**src/rtl/stagger_bypass.sv**
```systemverilog
module stagger_bypass #(
  parameter int W     = 32,
  parameter int TAGW  = 5,
  parameter int DEPTH = 4
) (
  input  logic            clk,
  input  logic            rst_n,
  input  logic            req_valid,
  input  logic [TAGW-1:0] req_a_tag,
  input  logic [TAGW-1:0] req_b_tag,
  input  logic [W-1:0]    rf_a_data,
  input  logic [W-1:0]    rf_b_data,
  input  logic [W-1:0]    lat_data,
  input  logic            a_sel_lat,
  input  logic            b_sel_lat,
  output logic [W/2-1:0]  op_a_lo,
  output logic [W/2-1:0]  op_b_lo,
  output logic            op_hi_valid,
  output logic [W/2-1:0]  op_a_hi,
  output logic [W/2-1:0]  op_b_hi,
  input  logic            res_lo_valid,
  input  logic [TAGW-1:0] res_lo_tag,
  input  logic [W/2-1:0]  res_lo_data,
  input  logic            res_lo_to_lat,
  input  logic            res_hi_valid,
  input  logic [TAGW-1:0] res_hi_tag,
  input  logic [W/2-1:0]  res_hi_data,
  output logic            wb_valid,
  output logic [TAGW-1:0] wb_tag,
  output logic [W-1:0]    wb_data,
  output logic            wb_to_lat
);
  localparam int H = W / 2;

  logic [DEPTH-1:0] lo_v, lo_r, hi_v;
  logic [TAGW-1:0]  lo_t [DEPTH];
  logic [H-1:0]     lo_d [DEPTH];
  logic [TAGW-1:0]  hi_t [DEPTH];
  logic [H-1:0]     hi_d [DEPTH];

  logic [TAGW-1:0]  q_ta, q_tb;
  logic [H-1:0]     q_ha, q_hb;

  logic [W-1:0] ent_a, ent_b;
  logic         pair;

  assign ent_a = a_sel_lat ? lat_data : rf_a_data;
  assign ent_b = b_sel_lat ? lat_data : rf_b_data;
  assign pair  = res_hi_valid && lo_v[0] && (lo_t[0] == res_hi_tag);

  always_comb begin
    op_a_lo = ent_a[H-1:0];
    op_b_lo = ent_b[H-1:0];
    for (int i = DEPTH-1; i >= 0; i--) begin
      if (lo_v[i] && lo_t[i] == req_a_tag) op_a_lo = lo_d[i];
      if (lo_v[i] && lo_t[i] == req_b_tag) op_b_lo = lo_d[i];
    end
    if (res_lo_valid && res_lo_tag == req_a_tag) op_a_lo = res_lo_data;
    if (res_lo_valid && res_lo_tag == req_b_tag) op_b_lo = res_lo_data;
  end

  always_comb begin
    op_a_hi = q_ha;
    op_b_hi = q_hb;
    for (int i = DEPTH-1; i >= 0; i--) begin
      if (hi_v[i] && hi_t[i] == q_ta) op_a_hi = hi_d[i];
      if (hi_v[i] && hi_t[i] == q_tb) op_b_hi = hi_d[i];
    end
    if (res_hi_valid && res_hi_tag == q_ta) op_a_hi = res_hi_data;
    if (res_hi_valid && res_hi_tag == q_tb) op_b_hi = res_hi_data;
  end

  always_ff @(posedge clk or negedge rst_n) begin
    if (!rst_n) begin
      lo_v <= '0;
      lo_r <= '0;
      hi_v <= '0;
      for (int i = 0; i < DEPTH; i++) begin
        lo_t[i] <= '0;
        lo_d[i] <= '0;
        hi_t[i] <= '0;
        hi_d[i] <= '0;
      end
    end else begin
      lo_v <= {lo_v[DEPTH-2:0], res_lo_valid};
      lo_r <= {lo_r[DEPTH-2:0], res_lo_to_lat};
      hi_v <= {hi_v[DEPTH-2:0], res_hi_valid};
      for (int i = 1; i < DEPTH; i++) begin
        lo_t[i] <= lo_t[i-1];
        lo_d[i] <= lo_d[i-1];
        hi_t[i] <= hi_t[i-1];
        hi_d[i] <= hi_d[i-1];
      end
      lo_t[0] <= res_lo_tag;
      lo_d[0] <= res_lo_data;
      hi_t[0] <= res_hi_tag;
      hi_d[0] <= res_hi_data;
    end
  end

  always_ff @(posedge clk or negedge rst_n) begin
    if (!rst_n) begin
      op_hi_valid <= 1'b0;
      q_ta        <= '0;
      q_tb        <= '0;
      q_ha        <= '0;
      q_hb        <= '0;
    end else begin
      op_hi_valid <= req_valid;
      q_ta        <= req_a_tag;
      q_tb        <= req_b_tag;
      q_ha        <= ent_a[W-1:H];
      q_hb        <= ent_b[W-1:H];
    end
  end

  always_ff @(posedge clk or negedge rst_n) begin
    if (!rst_n) begin
      wb_valid  <= 1'b0;
      wb_tag    <= '0;
      wb_data   <= '0;
      wb_to_lat <= 1'b0;
    end else begin
      wb_valid  <= pair;
      wb_tag    <= res_hi_tag;
      wb_data   <= {res_hi_data, lo_d[0]};
      wb_to_lat <= lo_r[0];
    end
  end

  a_r6_wb_upper: assert property (@(posedge clk) disable iff (!rst_n)
    wb_valid |-> (wb_data[W-1:H] == $past(res_hi_data)) && (wb_tag == $past(res_hi_tag)));

  a_r6_wb_lower: assert property (@(posedge clk) disable iff (!rst_n)
    wb_valid |-> $past(res_lo_valid, 2) && (wb_data[H-1:0] == $past(res_lo_data, 2))
                 && ($past(res_lo_tag, 2) == wb_tag));

  a_r7_wb_needs_hi: assert property (@(posedge clk) disable iff (!rst_n)
    wb_valid |-> $past(res_hi_valid));

  a_r8_route_kept: assert property (@(posedge clk) disable iff (!rst_n)
    wb_valid |-> (wb_to_lat == $past(res_lo_to_lat, 2)));

  a_r4_lo_current_wins: assert property (@(posedge clk) disable iff (!rst_n)
    (res_lo_valid && res_lo_tag == req_a_tag) |-> (op_a_lo == res_lo_data));

  a_r3_hi_current_wins: assert property (@(posedge clk) disable iff (!rst_n)
    (op_hi_valid && res_hi_valid && res_hi_tag == $past(req_b_tag)) |-> (op_b_hi == res_hi_data));

  a_r3_hi_follows_req: assert property (@(posedge clk) disable iff (!rst_n)
    $rose(op_hi_valid) |-> $past(req_valid));
endmodule

```
**config.mk**
```make
export PLATFORM = sky130hd
export DESIGN_NAME = stagger_bypass
export DESIGN_NICKNAME = d
export VERILOG_FILES = /design/src/rtl/stagger_bypass.sv
export SDC_FILE = /design/constraint.sdc
export NUM_CORES = 1
export LEC_CHECK = 0
export BUFFER_PORTS_ARGS = -buffer_cell sky130_fd_sc_hd__buf_2
export CAP_MARGIN = 25
export CELL_PAD_IN_SITES_DETAIL_PLACEMENT = 0
export CELL_PAD_IN_SITES_GLOBAL_PLACEMENT = 2
export CORE_MARGIN = 5
export CORE_UTILIZATION = 35
export CTS_CLUSTER_DIAMETER = 50
export DETAILED_ROUTE_END_ITERATION = 8
export PLACE_DENSITY_LB_ADDON = 0.1
export SYNTH_ARGS = -nofsm -noshare
export SYNTH_HDL_FRONTEND = slang
export SYNTH_SLANG_ARGS = --single-unit
```
**constraint.sdc**
```tcl
create_clock -name clk -period 2.05 [get_ports clk]
set_input_delay 0 -clock clk [delete_from_list [all_inputs] [get_ports clk]]
set_output_delay 0 -clock clk [all_outputs]
set_load 0.005 [all_outputs]
```
== After elaboration in Yosys (flattened, before gate mapping) ==
Cells that the tools add are included.
W data, S select, Z words.
Storage, ports and cells
  register bits after elaboration: 254
  bits in latches: 0
  RAM bits: 0
  memory bits (read-only): 0
  input port bits: 156
  output and inout bits: 104
  word-level logic and storage cells: 92
  memories kept: 0
Cells by class
  add/subtract/negate cells: 0
  $mul: 0
  div/mod/pow operators: 0
  magnitude comparators: 0
  eq/ne operators: 21
  shifts and indexed selects: 0
  multiplexer cells: 22
  bitwise logic cells: 0
  reductions and logical operators: 22
Operators by type and width (count)
  $mux W16: 20
  $eq A5 B5 Y1: 21
  $mux W32: 2
  $logic_and A1 B1 Y1: 22

== Depth between registers and ports, before layout ==
Gate-level depths: netlist (run 1).
  word-level depth: 7
  depth in mapped cells: 8
  gate-level depth less buffers: 5

== Worst setup path after synthesis (run 1) ==
Ideal clock, no wire load.
  kind: register to output
  from: reg wb_tag[0] (netlist name)
  to: out op_b_hi[2]
  arrival: 1.717 ns
  required time: 2.050 ns
  slack: 0.333 ns
  cell stages (with the launch flop): 8
  buffers on the path: 2
  cell sequence: dfrtp_1 > xnor2_1 > nand4_2 > or2_1 > buf_2 > buf_6 > a311oi_1 > o32ai_1
RTL lines
  to (decl): RTL line 20  | output logic [W/2-1:0] op_b_hi,

== Worst setup path after layout (run 1) ==
  from: reg hi_v[2]
  to: out op_a_hi[9]
On the way
  longest elaborated chain between the ends: 5
Ends and longest elaborated chain
  from (decl): RTL line 35  | logic [DEPTH-1:0] lo_v, lo_r, hi_v;
  from (signal assigned): RTL line 87  | hi_v <= {hi_v[DEPTH-2:0], res_hi_valid};
  $logic_and A1 B1 Y1: RTL line 66  | if (hi_v[i] && hi_t[i] == q_ta) op_a_hi = hi_d[i];
  $mux W16 (3 in a row): RTL line 66
  $mux W16: RTL line 69  | if (res_hi_valid && res_hi_tag == q_ta) op_a_hi = res_hi_data;
  to (decl): RTL line 19  | output logic [W/2-1:0] op_a_hi,
No other way between the ends.

==> results.md, run 1 <==
- Maximum clock insertion buffer count: 3
- Residual DRC: 0
- Sequential fraction of the synthesis area: 45.0%
- Area share of the largest cell type after synthesis: 45.0%
- Drt pass-1 iters: 5
- Clk_lat worst skew: 510 ps
- # setup viols final: 64
- Layout cells sized above 1: 46.9%
- Post-synth EDFFs: 0
- Run status: complete, but fails checks
- Worst-path fanout max: 10
- Fin crit share: 119%
- Ys flop type: dfrtp_1
- Total GRT Usage: 26.1%
- Fin nets: 1,773
- Final hold vios: 0
- CTS clk-pin slew, worst paths: around 50 ps
- Post-synth net total: about 1,300
- Clock share of power: 44.1%
- Vias in the first global route: 12,700
- Final WL: about 53 mm
- Met1 global-route usage: between 30% and 40%
- Number of distinct library cells after synthesis: 61
- Sequential Area: 5580 um2
- Met3 usage: under 10%
- GPL Wtd Cong: 0.911
- Routed Antenna Nets: 0
- Clock buffer count from CTS: 34
- Leading area contributor after synthesis: dfrtp_1
- Area growth syn-to-layout: 56.1%
- Seq pwr share: 36.0%
- Mapped Cells: 1,185
- CORE AREA: 34,700 um2
- Place WS: -25.5 ps
- Sw frac: 28.1%
- Worst-margin pin slew: approximately 620 ps
- Top-count cell post-synth: dfrtp_1
- Via count: between 10,000 and 15,000
- GR peak layer: met2
- Unrepaired setup endpoints after global routing: true
- Worst ir drop on vdd: 0.000556 V
- P_sw: roughly 3.8 mW
- Die height: around 200 um
- Cell Pwr Density: 708 nW/um2
- Slew HR: between 50% and 60%
- CP Launch Type: flop
- Skew final: 12.3 ps
- Finished Layout Cells: 2,096
- Antenna cell count: 0
- Synth async-reset ratio: between 90% and 100%
- Crit path kind: reg -> out
- Synthesized cell area: approximately 12,000 um2
- Combinational fraction of design power: 20.0%
- Fill cell count: between 3,000 and 4,000
- FP Rows: 68
- Clock sink count: 222
- DR WL/cell: 25.2 um
- Crit path from: hi_v[2]$_DFF_PN0_
- Die area: 39,100 um2
- Die Wd: 198 um
- Crit end category: output port
- Leak Pwr: 7.83 nW
- Maxcap violations: 0
- Tmin final: approximately 2400 ps
- Fin util: 55.5%
- Worst R2R Setup Slack: 1000 ps
- Internal Power: approximately 9.8 mW
- Crit path DAT: 2440 ps
- Reg-to-Reg Start: lo_t[16]$_DFF_PN0_
- List of most frequent post-synthesis cells: dfrtp_1 (222), nor2_1 (82), xnor2_1 (69), o211ai_1 (60)
- Ports: 260
- CTS root buffer: clkbuf_16
- Post-route setup slack: -390 ps
- Pins Over Slew Limit: 0
- CTS tree: yes
- DRT iter0 DRCs: ~670
- Multi-input logic area: 7470 um2
- Seq cells post-synth: 222
- Placed cells: 1,884
- Syn Area/Cell: 10.4 um2
- Grt ovf: 0
- Syn. warnings: 0
- HP Class: in -> async
- Routed vias/inst: 5.67
- Max Clk Rate: 410 MHz
- Crit path required time: 2050 ps
- Port bufs: about 260
- DP HPWL: 37.0 mm
- Pin count of the biggest net entering global routing: 60
- Failing checks: negative setup slack
- Met2 Usage GRT: 45.9%
- First-pass GRT wire length: 78.5 mm
- Synth area leaders: dfrtp_1 (45%), xnor2_1 (4.9%), a32oi_1 (4.1%)
- Initial Util: 35.6%
- Initial antenna violation count: 1
- H-tree depth: 2
==> per-stage QoR <==
step	total power, mW	area, um2	setup TNS [ps]	hold slack (ps)
2_1_floorplan	5.90	12300	0	-296
3_3_place_gp	7.02	14700	-18.0	-15.4
3_5_place_dp	7.02	14700	-34.1	-18.6
4_1_cts	13.6	18300	-19830	34.7
5_1_grt	14.2	19300	-25570	59.6
6_report	13.6	19300	-19750	20.0
==> placed cells by master (no fill, tap or decap), types with 7 or more instances in the layout <==
cell and instances:
nor2_2 13, buf_4 90, inv_1 11, o21ai_0 28, o32ai_2 21, nor2_1 67, buf_6 32, nand3_1 54
or2_4 10, a211oi_2 17, a32oi_1 53, dlygate4sd3_1 121, and2_1 19, buf_12 33, a311oi_2 14, o211ai_1 60
clkbuf_16 38, xnor2_4 7, dfrtp_2 17, a211oi_4 8, mux2_2 32, nor3_1 14, xnor2_1 30, nor3_2 9
dfrtp_1 205, mux2i_1 32, nand2_1 46, xor2_1 25, buf_2 258, o22ai_1 17, o2111ai_4 7, nand2b_1 8
o2111ai_2 20, nor2b_1 15, a311oi_4 7, xnor2_2 38
==> layout make-up <==
class | count | area share, %
clock inverter | 16 | 1.15
clock buffer | 44 | 4.98
tap | 455 | 2.95
timing repair buffer | 545 | 23.0
inverter | 11 | 0.214
multi-input combinational | 803 | 38.8
sequential | 222 | 28.9
==> routing by layer <==
metal / share of wire (%) / wire [um]
met2: 51 / 26800
met4: 3.2 / 1700
met5: 0.025 / 13
met3: 6.1 / 3240
met1: 40 / 21100
==> registers in the layout, summed over array words and instances (netlist names), 15 cells and up <==
name	cells
hi_d	49
lo_d	48
wb_data	31
lo_t	20
q_ha	16
q_hb	16
hi_t	15
==> repair_timing <==
item,CTS,global route
gates resized for setup,191,138
buffers inserted,19,8
hold buffers,121,0
setup endpoints to repair,64,64
pin swaps,78,86
endpoints found under the hold margin,311,0
cloned,5,4
==> critical path: stages, from the launching register on <==
cell	delay [ps]
dfrtp_1	530
inv_1	540
nor4_2	120
a2111o_1	380
o221ai_2	220
buf_2	160
==> power by group through the flow <==
| stage | clock [mW] | sequential (mW) | combinational, mW |
|---|---|---|---|
| floorplan | 0 | 4.83 | 1.07 |
| global placement | 0 | 4.94 | 2.09 |
| detailed placement | 0 | 4.94 | 2.08 |
| CTS | 6.13 | 4.89 | 2.54 |
| global route | 6.34 | 4.94 | 2.90 |
| finish | 6.01 | 4.91 | 2.72 |
==> cells by family (layout without fill, tap and decap cells) <==
logic type,count (synthesis),after routing,synth area share [%]
AOI/OAI and AO/OA,323,324,21.0
xor gates and xnor gates,105,105,8.00
buffers and inverters,162,616,7.57
DFF,222,222,45.0
muxes,64,64,5.51
and+or+nand+nor,309,310,12.9
==> worst paths after layout <==
kind | to | depth (start not counted)
max in group asynchronous | lo_t[17]$_DFF_PN0_ | 3
worst max register to register | wb_valid$_DFF_PN0_ | 4
worst min-delay path | hi_d[63]$_DFF_PN0_ | 2
min in group clk | op_hi_valid$_DFF_PN0_ | 2
worst max-delay path | op_a_hi[9] | 5
worst min register to register | wb_to_lat$_DFF_PN0_ | 0
(Power assumes the default switching activity.)
==> inputs of run 2 (changes only) <==
ABC_AREA = 1   (was default)
CORE_UTILIZATION = 32   (was 35)
==> results.md, run 2 <==
- P_sw: 3.89 mW
- Syn Area/Cell: 7.89 um2
- List of most frequent post-synthesis cells: nand2_1 (478), dfrtp_1 (222), nor2_1 (185), nand3_1 (149), a21oi_1 (113)
- Top delay family on crit path: simple AND/OR/NAND/NOR gates
- Top-count cell post-synth: nand2_1
- Seq cells post-synth: 222
- Vias in the first global route: 12,000
- Max Clk Rate: between 400 and 500 MHz
- Leak Pwr: 8.77 nW
- Post-route cell area: 18,300 um2
- Place WS: roughly 190 ps
- Worst-path fanout max: 8
- Synthesized cell area: 12,100 um2
- Drt pass-1 iters: 5
- Maxcap violations: 0
- Fin crit share: 113%
- Post-synth EDFFs: 0
- Area share of the largest cell type after synthesis: a little under half
- Setup tns final: -10,710 ps
- Routed Antenna Nets: 0
- Simple-Gate Fraction of Synth Area: around 30%
- Routed vias/inst: 4.73
- Seq pwr share: 35.8%
- Via count: between 10,000 and 15,000
- DR WL/cell: 19.6 um
- Post-synthesis mux area share: 5.96%
- First-pass GRT wire length: 70.6 mm
- Finished Layout Cells: 2,467
- Syn. warnings: 0
- Post-route setup slack: -270 ps
- CTS root buffer: clkbuf_16
- Crit path kind: reg -> out
- Skew final: roughly 11 ps
- Initial antenna violation count: 0
- Sw frac: around 29%
- Post-synthesis compound-gate area fraction: 6.58%
- Post-synthesis xor/xnor area fraction: approximately 2.1%
- Clk_lat worst skew: 540 ps
- CTS tree: yes
- Fin nets: 2,084
- Run status: complete, but fails checks
- Port bufs: 259
- Residual DRC: 0
- Die Wd: 204 um
- Tmin final: between 2000 and 2500 ps
- # setup viols final: 64
- Slowest-stage cell, CP: dfrtp_2
- Mapped Cells: 1,533
- Worst-margin pin slew: 581 ps
- Placed Area: 13,800 um2
- Clock buffer count from CTS: 36
- Ys flop type: dfrtp_1
- Antenna cell count: 0
- Initial Util: 32.3%
- Grt ovf: 0
- Internal Power: approximately 9.7 mW
- Die height: slightly above 200 um
- Largest family of logic cells by synthesized area: simple AND/OR/NAND/NOR gates
- Clock share of power: 46.1%
- Register with the most flip-flops: hi_d
- Final WL: approximately 48 mm
- Tot Pwr: 13.6 mW
- Crit end category: output port
- DP HPWL: 31.1 mm
- Pins Over Slew Limit: 0
- Post-synth net total: 1,689
- GPL Wtd Cong: 0.840
- Pin count of the biggest net entering global routing: 68
- HP Class: in -> async
- CTS clk-pin slew, worst paths: 50 ps
- Crit path required time: 2050 ps
- CP Launch Type: flop
- Leading area contributor after synthesis: dfrtp_1
- Sequential fraction of the synthesis area: 45.9%
- Cell breakdown of the critical path: xor2_1 -> nor2_1 -> nand3_4 -> buf_12 -> nor2_1 -> nor2_1 -> nand2_1 -> nand2_1 -> nand2_1 -> nand2_1 -> buf_2
- Number of flip-flops in the largest register: 49
- Commonest non-fill, non-tap cell in the layout: nand2_1
- Worst ir drop on vdd: 0.000414 V
- Synth area leaders: dfrtp_1 (46%), nand2_1 (15%), nand3_1 (6.2%)
- Area growth syn-to-layout: 51.1%
- Layout cells sized above 1: 41.1%
- Number of distinct library cells after synthesis: 33
- Slew HR: 61.3%
- Critical path's largest stage delay: 480 ps
- FP Rows: 71
- Cell mode on critical path: nand2_1
- Ports: 260
- Placed cells: 2,230
- Synth async-reset ratio: 100%
- Combinational fraction of design power: 18.1%
- Maximum clock insertion buffer count: 3
- Crit path DAT: 2320 ps
- Clock sink count: 222
- DRT iter0 DRCs: between 500 and 600
- Total GRT Usage: 21.6%
- Unrepaired setup endpoints after global routing: true
- Failing checks: negative setup slack
- H-tree depth: 2
- Worst Path Buf+Inv: 2
- Die area: about 42,000 um2
- Final hold vios: 0
- Most frequent cells in the layout: nand2_1 (371), buf_2 (254), dfrtp_1 (204), nor2_1 (124), dlygate4sd3_1 (121)
- CORE AREA: 37,500 um2
- Synthesized-area fraction occupied by adder cells: 0%
- Top flop regs: hi_d (49), lo_d (48), wb_data (31)
- Cell Pwr Density: 743 nW/um2
[run 2: path summary, 6_finish.rpt]
kind                                  endpoint  slack, ps               start  cells past startpoint
setup / recovery                   op_b_hi[10]       -270   q_tb[3]$_DFF_PN0_                     11
hold / removal             wb_to_lat$_DFF_PN0_         50               rst_n                      2
setup reg to reg            wb_valid$_DFF_PN0_        840  lo_t[19]$_DFF_PN0_                      5
hold reg to reg            wb_to_lat$_DFF_PN0_        350   lo_r[0]$_DFF_PN0_                      0
max in group asynchronous    lo_d[5]$_DFF_PN0_       1190               rst_n                      3
min in group clk             lo_v[0]$_DFF_PN0_        120        res_lo_valid                      2
[run 2: power by group through the flow]
stage | clock network (mW) | registers, mW | logic (mW)
6_report | 6.26 | 4.87 | 2.45
5_1_grt | 6.63 | 4.90 | 2.69
4_1_cts | 6.42 | 4.85 | 2.22
3_5_place_dp | 0 | 4.91 | 1.85
3_3_place_gp | 0 | 4.92 | 1.85
2_1_floorplan | 0 | 4.83 | 1.02
[run 2: per-layer routing]
| layer | part of all wire, % | GRT usage, % | routed length (um) |
|---|---|---|---|
| met1 | 44 | 29.0 | 21100 |
| met2 | 49 | 35.9 | 23700 |
| met3 | 4.6 | 4.01 | 2210 |
| met4 | 2.9 | 5.89 | 1420 |
| met5 | 0 | 0 | 0 |
[run 2: kinds of logic (layout without fill, tap and decap cells)]
logic type,after synthesis,in the layout
xor gates and xnor gates,28,28
DFF,222,222
AOI/OAI and AO/OA,146,146
buffers and inverters,210,630
muxes,64,64
and+or+nand+nor,863,866
[run 2: per-stage QoR]
stage / util, % / hold slack (ps)
after global placement: 36.8 / 15.5
after CTS: 45.3 / 44.7
final: 48.7 / 51.0
after detailed placement: 36.8 / 6.53
after global routing: 48.7 / 77.2
after floorplan: - / -296
[run 2: timing repair]
action | 4_1_cts | 5_1_grt
resized for setup | 135 | 246
buffers inserted | 15 | 15
endpoints found under the setup margin | 64 | 64
cloned | 6 | 16
endpoints found under the hold margin | 297 | 0
hold buffers | 121 | 0
pin swaps | 40 | 129
[run 2: area by class of cell]
class / instances / area, um2
clock inverter: 23 / 251
inverter: 100 / 390
multi-input combinational: 1104 / 6660
tap: 511 / 639
sequential: 222 / 5580
clock buffer: 43 / 978
fill: 3661 / 19200
timing repair buffer: 464 / 3780
[run 2: worst reg2reg max path, cell delays in order, from the launching register on]
cell,delay [ps]
dfrtp_2,470
nand2_1,90
o21ai_0,70
a221oi_1,220
nand4_1,110
nor3_1,160
==> inputs of run 3 (changes only) <==
CORE_UTILIZATION = 34   (was 32)
clock period = 2.7 ns   (was 2.05 ns; I/O delays follow)
==> results.md, run 3 (synthesis results as in run 2) <==
- Crit path kind: reg -> out
- First-pass GRT wire length: 67.3 mm
- Maximum clock insertion buffer count: 3
- Die area: 39,400 um2
- Vias in the first global route: 11,600
- DP HPWL: 30.1 mm
- Fin crit share: approximately 93%
- Routed Antenna Nets: 0
- Clock share of power: around 50%
- Seq pwr share: 35.1%
- DRT iter0 DRCs: around 600
- Place WS: 546 ps
- Tmin final: 2510 ps
- Final hold vios: 0
- GPL Wtd Cong: 0.847
- Initial Util: 34.2%
- CTS clk-pin slew, worst paths: 50 ps
- Crit path DAT: 2510 ps
- Slew HR: 63.9%
- Maxcap violations: 0
- Total GRT Usage: a little over a fifth
- Slowest-stage cell, CP: dfrtp_1
- # setup viols final: 0
- Metal1 wirelength: about 20 mm
- WL met3: roughly 2.2 mm
- Commonest non-fill, non-tap cell in the layout: nand2_1
- P_sw: 2.78 mW
- Worst R2R Setup Slack: 1510 ps
- Fill cell count: around 3,500
- Register with the most flip-flops: hi_d
- Setup tns final: 0 ps
- Ports: between 200 and 300
- Crit path required time: 2700 ps
- Clock sink count: 222
- Worst Path Buf+Inv: 3
- Die Wd: roughly 200 um
- Crit end category: output port
- Sequential Area: around 5600 um2
- Number of flip-flops in the largest register: 49
- Grt ovf: 0
- Area growth syn-to-layout: 33.4%
- Cell Pwr Density: 648 nW/um2
- Most frequent cells in the layout: nand2_1 (478), buf_2 (258), dfrtp_1 (222), nor2_1 (180), nand3_1 (149)
- Post-route setup slack: 195 ps
- Residual DRC: 0
- Layout cells sized above 1: 25.1%
- WHS: 32.2 ps
- Cell breakdown of the critical path: inv_1 -> o22ai_1 -> nor2_1 -> nand2_1 -> nor3_4 -> buf_12 -> nor2_1 -> nand2_1 -> nand2_1 -> buf_2
- CORE AREA: 35,300 um2
- Clk_lat worst skew: approximately 500 ps
- Internal Power: 7.68 mW
- Via count: 11,100
- Worst-margin pin slew: 541 ps
- Antenna cell count: 0
- Fin util: 45.7%
- Initial antenna violation count: 0
- Port bufs: 259
- Fin nets: 2,023
- Die height: slightly below 200 um
- H-tree depth: 2
- Highest Signal Layer: met4
- CP Launch Type: flop
- Cell mode on critical path: nand2_1
- Critical path's largest stage delay: roughly 490 ps
- Top delay family on crit path: simple AND/OR/NAND/NOR gates
- Pins Over Slew Limit: 0
- Pin count of the biggest net entering global routing: 65
- FP Rows: 69
- Routed vias/inst: 4.72
- Met2 wire length: 19.9 mm
- Max Clk Rate: 399 MHz
- Unrepaired setup endpoints after global routing: false
- CTS root buffer: clkbuf_16
- DR WL/cell: 18.3 um
- Run status: finished, final reports clean
- Top flop regs: hi_d (49), lo_d (48), wb_data (31)
- Final WL: 43.2 mm
- Worst ir drop on vdd: 0.000530 V
- Leak Pwr: 8.14 nW
- CTS tree: yes
- Drt pass-1 iters: 5
- Sw frac: 26.6%
- Skew final: approximately 16 ps
- Combinational fraction of design power: 14.5%
- Clock buffer count from CTS: 36
- Multi-input logic area: 5490 um2
- Worst-path fanout max: 24
- HP Class: in -> async
==> run 3: cell types whose count changed in the layout (fill, tap and decap cells not counted), moves of 25 or more <==
cell and delta:
nand2_1 +107, nand2_2 -99, nand3_1 +67, nand3_2 -59, nor2_1 +56, nor2_4 -31, buf_6 -27, nor2_2 -25
==> run 3: metrics by stage <==
step	area (um2)	power, mW	std cells
2_1_floorplan	12100	4.44	1533
3_3_place_gp	13500	5.11	2168
3_5_place_dp	13500	5.10	2168
4_1_cts	16100	10.6	2354
5_1_grt	16100	10.9	2355
6_report	16100	10.5	2355
==> run 3: path summary, 6_finish.rpt <==
path | startpoint | to | cells after the start
setup / recovery | q_ta[4]$_DFF_PN0_ | op_a_hi[12] | 10
hold / removal | rst_n | lo_r[0]$_DFF_PN0_ | 2
setup reg to reg | lo_t[19]$_DFF_PN0_ | wb_valid$_DFF_PN0_ | 5
hold reg to reg | lo_r[0]$_DFF_PN0_ | wb_to_lat$_DFF_PN0_ | 0
max in group asynchronous | rst_n | q_ha[4]$_DFF_PN0_ | 3
min in group clk | res_lo_to_lat | lo_r[0]$_DFF_PN0_ | 2
==> run 3: repair_timing <==
action / 4_1_cts / 5_1_grt
endpoints found under the hold margin: 276 / 0
hold buffers: 121 / 0
resized for setup: 1 / 2
buffers inserted: 0 / 1
pin swaps: 0 / 1
endpoints found under the setup margin: 1 / 12
==> run 3: worst reg2reg max path: stages, from the launching register on <==
cell and delay, ps:
dfrtp_1 460, nand2_1 100, o21ai_0 80, a221oi_1 210, nand4_1 110, nor3_1 150
==> run 3: final cells by class <==
class	instances	area share [%]
repair buffers	406	17.1
inverters	100	2.34
well taps	461	3.58
clock buffers	41	6.09
flip-flops and latches	222	34.4
multi-input cells	1101	34.0
clock inverters	24	2.44
==> run 3: power groups by stage <==
stage	combinational, mW	clock (mW)	sequential, mW
final	1.52	5.27	3.68
after global routing	1.70	5.54	3.70
after CTS	1.54	5.38	3.68
after detailed placement	1.38	0	3.73
after global placement	1.38	0	3.73
after floorplan	0.776	0	3.66
==> run 3: per-layer routing <==
layer,vias up,GRT usage (%)
li1,5554,-
met1,5215,30.2
met2,293,34.9
met3,62,3.52
met4,0,5.60
met5,-,0
